`config.mk`:
```
export PLATFORM = sky130hd
export DESIGN_NAME = frame_addr_seq
export DESIGN_NICKNAME = d
export VERILOG_FILES = /design/src/rtl/cfa_pkg.sv /design/src/rtl/cfa_ctrl.sv /design/src/rtl/cfa_datapath.sv /design/src/rtl/frame_addr_seq.sv
export SDC_FILE = /design/constraint.sdc
export NUM_CORES = 1
export LEC_CHECK = 0
export BUFFER_PORTS_ARGS = -buffer_cell sky130_fd_sc_hd__buf_4
export CORE_ASPECT_RATIO = 0.9
export CORE_UTILIZATION = 35
export DETAILED_ROUTE_END_ITERATION = 12
export PLACE_DENSITY = 0.64
export SLEW_MARGIN = 20
export SYNTH_ARGS = -nofsm -noshare
export SYNTH_HDL_FRONTEND = slang
export SYNTH_SLANG_ARGS = --single-unit
```
`constraint.sdc`:
```
create_clock -name clk -period 6.7 [get_ports clk]
set_input_delay 0 -clock clk [delete_from_list [all_inputs] [get_ports clk]]
set_output_delay 0 -clock clk [all_outputs]
set_load 0.02 [all_outputs]
```
`src/rtl/cfa_pkg.sv`:
```
package cfa_pkg;
  // strobes from control to datapath
  typedef struct packed {
    logic load;
    logic step;
  } seqStrobe_t;

  localparam int MINOR_LSB = 0;
  localparam int MAJOR_LSB = 7;
  localparam int ROW_LSB   = 15;
  localparam int HALF_BIT  = 20;
  localparam int TYPE_LSB  = 21;
endpackage

```
`src/rtl/cfa_ctrl.sv`:
```
module cfa_ctrl
  import cfa_pkg::*;
#(
  parameter int WORDS_PER_FRAME = 41
) (
  input  logic       clk,
  input  logic       rst,
  input  logic       loadEn,
  input  logic       wordValid,
  input  logic       fabricLast,
  output logic       wordReady,
  output logic       frameDone,
  output logic       endOfFabric,
  output seqStrobe_t strb
);
  localparam int CNT_W = (WORDS_PER_FRAME > 1) ? $clog2(WORDS_PER_FRAME) : 1;
  localparam logic [CNT_W-1:0] LAST_WORD = CNT_W'(WORDS_PER_FRAME - 1);

  logic [CNT_W-1:0] wordCnt;
  logic accept;
  logic frameEnd;

  assign wordReady = !endOfFabric && !loadEn;
  assign accept    = wordValid && wordReady;
  assign frameEnd  = accept && (wordCnt == LAST_WORD);

  always_comb begin
    strb.load = loadEn;
    strb.step = frameEnd && !fabricLast;
  end

  always_ff @(posedge clk) begin
    if (rst) begin
      wordCnt     <= '0;
      endOfFabric <= 1'b0;
      frameDone   <= 1'b0;
    end else begin
      frameDone <= frameEnd;
      if (loadEn) begin
        wordCnt     <= '0;
        endOfFabric <= 1'b0;
      end else if (accept) begin
        if (frameEnd) begin
          wordCnt <= '0;
          if (fabricLast) endOfFabric <= 1'b1;
        end else begin
          wordCnt <= wordCnt + 1'b1;
        end
      end
    end
  end
endmodule

```
`src/rtl/cfa_datapath.sv`:
```
module cfa_datapath
  import cfa_pkg::*;
#(
  parameter int NUM_COLS       = 4,
  parameter int ROWS_PER_HALF  = 2,
  parameter int DEFAULT_FRAMES = 36,
  parameter int COL_W          = (NUM_COLS > 1) ? $clog2(NUM_COLS) : 1
) (
  input  logic             clk,
  input  logic             rst,
  input  seqStrobe_t       strb,
  input  logic [31:0]      loadAddr,
  input  logic             tblWrEn,
  input  logic [COL_W-1:0] tblWrCol,
  input  logic [2:0]       tblWrType,
  input  logic [6:0]       tblWrFrames,
  output logic [31:0]      curAddr,
  output logic             fabricLast
);
  logic       half;
  logic [4:0] row;
  logic [2:0] btype;
  logic [7:0] major;
  logic [6:0] minor;

  logic [2:0] colType   [NUM_COLS];
  logic [6:0] colFrames [NUM_COLS];

  logic [COL_W-1:0] curCol;
  logic [COL_W-1:0] nextCol;
  logic minLast, majLast, rowLast;

  assign curCol  = major[COL_W-1:0];
  assign nextCol = curCol + 1'b1;
  assign minLast = ({1'b0, minor} + 8'd1) >= {1'b0, colFrames[curCol]};
  assign majLast = major >= 8'(NUM_COLS - 1);
  assign rowLast = row >= 5'(ROWS_PER_HALF - 1);
  assign fabricLast = half && rowLast && majLast && minLast;

  assign curAddr = {8'h00, btype, half, row, major, minor};

  // column table
  always_ff @(posedge clk) begin
    if (rst) begin
      for (int c = 0; c < NUM_COLS; c++) begin
        colType[c]   <= 3'd0;
        colFrames[c] <= 7'(DEFAULT_FRAMES);
      end
    end else if (tblWrEn) begin
      colType[tblWrCol]   <= tblWrType;
      colFrames[tblWrCol] <= tblWrFrames;
    end
  end

  // address register with hierarchical carry
  always_ff @(posedge clk) begin
    if (rst) begin
      half  <= 1'b0;
      row   <= '0;
      btype <= '0;
      major <= '0;
      minor <= '0;
    end else if (strb.load) begin
      btype <= loadAddr[TYPE_LSB +: 3];
      half  <= loadAddr[HALF_BIT];
      row   <= loadAddr[ROW_LSB +: 5];
      major <= loadAddr[MAJOR_LSB +: 8];
      minor <= loadAddr[MINOR_LSB +: 7];
    end else if (strb.step) begin
      if (!minLast) begin
        minor <= minor + 1'b1;
      end else begin
        minor <= '0;
        if (!majLast) begin
          major <= major + 1'b1;
          btype <= colType[nextCol];
        end else begin
          major <= '0;
          btype <= colType[0];
          if (!rowLast) begin
            row <= row + 1'b1;
          end else begin
            row  <= '0;
            half <= 1'b1;
          end
        end
      end
    end
  end
endmodule

```
`src/rtl/frame_addr_seq.sv`:
```
module frame_addr_seq
  import cfa_pkg::*;
#(
  parameter int WORDS_PER_FRAME = 41,
  parameter int NUM_COLS        = 4,
  parameter int ROWS_PER_HALF   = 2,
  parameter int DEFAULT_FRAMES  = 36,
  localparam int COL_W          = (NUM_COLS > 1) ? $clog2(NUM_COLS) : 1
) (
  input  logic             clk,
  input  logic             rst,
  input  logic             loadEn,
  input  logic [31:0]      loadAddr,
  input  logic             tblWrEn,
  input  logic [COL_W-1:0] tblWrCol,
  input  logic [2:0]       tblWrType,
  input  logic [6:0]       tblWrFrames,
  input  logic             wordValid,
  output logic             wordReady,
  output logic [31:0]      curAddr,
  output logic             frameDone,
  output logic             endOfFabric
);
  seqStrobe_t strb;
  logic fabricLast;

  cfa_ctrl #(.WORDS_PER_FRAME(WORDS_PER_FRAME)) i_ctrl (
    .clk(clk), .rst(rst), .loadEn(loadEn), .wordValid(wordValid),
    .fabricLast(fabricLast), .wordReady(wordReady), .frameDone(frameDone),
    .endOfFabric(endOfFabric), .strb(strb)
  );

  cfa_datapath #(
    .NUM_COLS(NUM_COLS), .ROWS_PER_HALF(ROWS_PER_HALF),
    .DEFAULT_FRAMES(DEFAULT_FRAMES), .COL_W(COL_W)
  ) i_dp (
    .clk(clk), .rst(rst), .strb(strb), .loadAddr(loadAddr),
    .tblWrEn(tblWrEn), .tblWrCol(tblWrCol), .tblWrType(tblWrType),
    .tblWrFrames(tblWrFrames), .curAddr(curAddr), .fabricLast(fabricLast)
  );
endmodule

```
==> impl_summary.md <==
Power
Of the total power, registers draw 0.420. For this design the static power due to leakage is just under 2 nW. The relative contribution of the clock network to total power is 0.447.

The share of total power dissipated in combinational logic is 0.133. The internal power of the cells is between 0.9 and 1 mW. The switching fraction of total power is 0.237. The switching power is about 0.3 mW. For this design the ratio of total power to cell area is between 200 and 300 nW/um2. VDD sags by at most about 0.16 mV.

Detailed routing
The count of unresolved DRC violations after routing is 0. The first-pass iteration count of the detailed router is 6. The final layout contains routed wiring with a total length of a little under 9 mm. The average wire length per cell after detail routing is 14.8 um. The via count is ~3,000. The number of DRC markers after the initial detailed-route iteration is roughly 130. The remaining antenna violation count after routing is 0. The via density per instance is 5.11.

STA
The setup TNS is 0 ps. Based on the critical path, the design can be clocked at up to around 310 MHz. The portion of the clock cycle consumed by the worst path in the final layout is 0.487.

At the pin with the least slew margin, the transition time is about 760 ps. Setup repair after global routing left no endpoint under its margin. Measured against its own limit, the worst slew margin works out to 0.491. The worst path in the final design needs a cycle of between 3000 and 4000 ps, including I/O delays and setup. Setup violations remaining at the end of the flow were counted as 0. The final max-slew violation count came to 0. The final worst clock skew is 8.70 ps. The number of hold violations in the final report is 0.

Global routing
The pin count of the biggest net entering global routing is between 50 and 60. Summed over all layers, the global routing overflow is 0. The number of global-route vias before repair is approximately 2,900. The number of antenna violations at the first check in global routing is 0. The total routing usage reported by global routing is 0.158. The first global-routing pass estimated 14.1 mm of wire.

Logic synthesis
The post-synthesis area per instance is around 11 um2. Among all flip-flop cells after synthesis, the most frequent one is edfxtp_1. Summing every instance area after synthesis gives slightly below 4000 um2. The synthesized flop and latch total is between 70 and 80. The number of distinct library cells after synthesis is between 50 and 60.

For this run, the number of Yosys warnings is 0. The synthesized instance count is approximately 360. For this run, the register share of the synthesized area comes to 0.486. Yosys mapped a number of flops with a built-in enable equal to 40. The share of flip-flops with an asynchronous set or reset is 0.

Status
The flow ran to the end, and the final reports show no timing, DRC or antenna violations.

Clock tree
The post-CTS clock slew at the launch and capture registers of the worst setup and hold paths is about 60 ps. The CTS buffer count is 9. CTS saw 74 sinks. Buffers added to address setup during post-CTS repair amount to 0. TritonCTS built the clock tree. The H-tree generated during clock tree synthesis spans 3 levels. After clock tree synthesis, the repair step resized 0 gates.

In this run the clock root is driven by a clkbuf_16. The longest clock path from root to sink contains 2 buffers. The worst-skew pair later-pin latency is 330 ps.

Finish
The share of post-route cells with drive strength above 1 is 0.255. At the end of the flow the core is filled with cells to 0.463. The area growth from synthesis to layout is 29.2%. Counting the fill cells in the layout gives roughly 1,000. The post-layout net count is between 500 and 600.

0 antenna diodes ended up in the layout.

Place
Input and output buffers added on the ports amount to between 60 and 70. Detailed placement finished with a half-perimeter wire length of between 6 and 7 mm. The congestion estimate from routability-driven global placement came to ~0.83.

Die
The core footprint is about 11,000 um2. The total number of placement rows is 36. The die covers approximately 11,000 um2. The number of placed I/O pins is 84.

The die is around 100 um tall. The initial utilization of the core area, before any placement, comes to 0.358. The horizontal die dimension is between 100 and 150 um.

Setup path
In this run the worst path has a maximum fanout of 11. The critical path buffer and inverter count is 1. The cell family with the largest share of critical-path delay is simple AND/OR/NAND/NOR gates. STA classifies the critical path endpoint as a flip-flop. The category of the worst setup path launch point is a flip-flop. The data required time at the worst endpoint is ~7000 ps. The critical path in this run is classified as flip-flop to flip-flop. The worst stage delay on the critical path is around 670 ps.

The endpoint arrival time on the critical path is roughly 3500 ps. The cell at the slowest stage of the critical path is or4b_2. Among the stages of the critical path, the cell type that occurs most often is a21oi_1. Walking the worst path, the cells encountered are mux4_2, inv_1, ha_1, o21a_1, o2111ai_1, a21oi_1, nor3_2, or4b_2, a21oi_1.

Flow run
The max capacitance violation total is 0.

Hold path
The path class of the tightest hold or removal check is primary input to flip-flop.
-- worst reg2reg max path, stage by stage, from the launching register on --
cell	delay, ps
dfxtp_1	620
mux4_2	570
inv_1	70
ha_1	150
o21a_1	120
o2111ai_1	100
a21oi_1	490
nor3_2	240
or4b_2	670
a21oi_1	160
-- sequential cells by signal (all words and copies together) (netlist names), named ones only --
name and flops:
i_ctrl.endOfFabric 1, i_ctrl.wordCnt 6, i_dp.colType 12, i_dp.colFrames 28
i_dp.row 5, i_ctrl.frameDone 1, i_dp.minor 7, i_dp.half 1
i_dp.btype 3, i_dp.major 8
-- logic make-up (layout without fill, tap and decap cells) --
| group | Yosys count | in the layout | synth area share |
|---|---|---|---|
| simple gates | 159 | 159 | 0.235 |
| flops | 74 | 74 | 0.486 |
| compound gates | 60 | 60 | 0.111 |
| buf+inv | 40 | 124 | 0.0610 |
| fa+ha+maj | 13 | 13 | 0.0420 |
| xor+xnor | 9 | 9 | 0.0203 |
| mux | 8 | 8 | 0.0433 |
| other cells | 1 | 8 | 0.000968 |
-- cells in the mapped netlist (all sizes together), types with 2 or more instances --
master / n / area, um2
nor4: 5 / 43.8
a211oi: 6 / 45.0
or4b: 2 / 20.0
nand2b: 19 / 119
nor3: 9 / 45.0
o22ai: 5 / 31.3
a21oi: 17 / 96.4
nor2b: 7 / 43.8
clkbuf: 13 / 78.8
dfxtp: 34 / 681
nand2: 19 / 71.3
a2111oi: 2 / 17.5
or2: 5 / 33.8
and3: 3 / 18.8
nand3b: 5 / 37.5
inv: 13 / 48.8
or4: 3 / 23.8
buf: 14 / 109
and2: 33 / 206
edfxtp: 40 / 1200
mux4: 7 / 158
nand4: 3 / 18.8
a31oi: 2 / 12.5
xnor2: 4 / 35.0
a221oi: 4 / 41.3
o21ai: 7 / 42.5
nand3: 8 / 40.0
ha: 13 / 163
o2bb2ai: 2 / 17.5
a22oi: 4 / 30.0
nor2: 27 / 101
o31ai: 2 / 15.0
nor3b: 8 / 60.1
xor2: 5 / 43.8
-- final cells by class --
cell class | count | area (um2) | area share
Tap cell | 133 | 166 | 0.0332
Sequential cell | 74 | 1880 | 0.376
Multi-Input combinational cell | 257 | 1790 | 0.357
Inverter | 13 | 48.8 | 0.00975
Timing Repair Buffer | 95 | 773 | 0.154
Clock buffer | 9 | 225 | 0.0450
Clock inverter | 7 | 124 | 0.0247
-- layer usage --
layer / track usage / vias up / share of wire
met1: 0.194 / 1455 / 0.45
met5: 0 / - / 0
li1: - / 1468 / -
met2: 0.278 / 74 / 0.50
met4: 0.0435 / 0 / 0.0094
met3: 0.0409 / 9 / 0.039
-- power by group through the flow --
stage / sequential (mW) / clock, mW / combinational [mW]
floorplan: 0.539 / 0 / 0.0983
global placement: 0.535 / 0 / 0.152
detailed placement: 0.537 / 0 / 0.157
CTS: 0.527 / 0.570 / 0.168
global route: 0.530 / 0.593 / 0.185
finish: 0.527 / 0.560 / 0.167
-- cells in the final DEF (no fill, tap or decap), drive strengths merged, types with 5 or more instances in the layout --
| cell | Yosys | layout |
|---|---|---|
| conb | 1 | 8 |
| nand2b | 19 | 19 |
| a211oi | 6 | 6 |
| edfxtp | 40 | 40 |
| nand2 | 19 | 19 |
| nand3b | 5 | 5 |
| and2 | 33 | 33 |
| nor3b | 8 | 8 |
| dfxtp | 34 | 34 |
| mux4 | 7 | 7 |
| clkbuf | 13 | 9 |
| buf | 14 | 71 |
| dlygate4sd3 | 0 | 24 |
| xor2 | 5 | 5 |
| o22ai | 5 | 5 |
| nor2b | 7 | 7 |
| nor2 | 27 | 27 |
| nor4 | 5 | 5 |
| nand3 | 8 | 8 |
| o21ai | 7 | 7 |
| ha | 13 | 13 |
| nor3 | 9 | 9 |
| or2 | 5 | 5 |
| a21oi | 17 | 17 |
| inv | 13 | 15 |
-- timing repair --
action | CTS | global route
endpoints found under the hold margin | 55 | 0
endpoints found under the setup margin | 0 | 0
hold buffers | 24 | 0
-- worst paths after layout --
check	from	end	slack [ps]	depth (start not counted)
max	flip-flop	i_dp.minor[5]$_SDFFE_PP0P_	3440	9
min	loadAddr[22]	i_dp.btype[1]$_SDFFE_PP0P_	20	3
min reg2reg	i_ctrl.wordCnt[1]$_SDFFE_PP0P_	i_ctrl.wordCnt[1]$_SDFFE_PP0P_	490	2
max reg2reg	flip-flop	i_dp.minor[5]$_SDFFE_PP0P_	3440	9
-- through the flow --
stage	cell area [um2]	hold slack, ps	setup slack [ps]	cells	power, mW
floorplan	3900	86.7	3660	371	0.638
global placement	4410	233	3310	548	0.688
detailed placement	4410	241	3280	548	0.694
CTS	5000	5.95	3280	588	1.27
global route	5010	14.7	3110	588	1.31
finish	5010	22.5	3440	588	1.25
(Power assumes the default switching activity.)
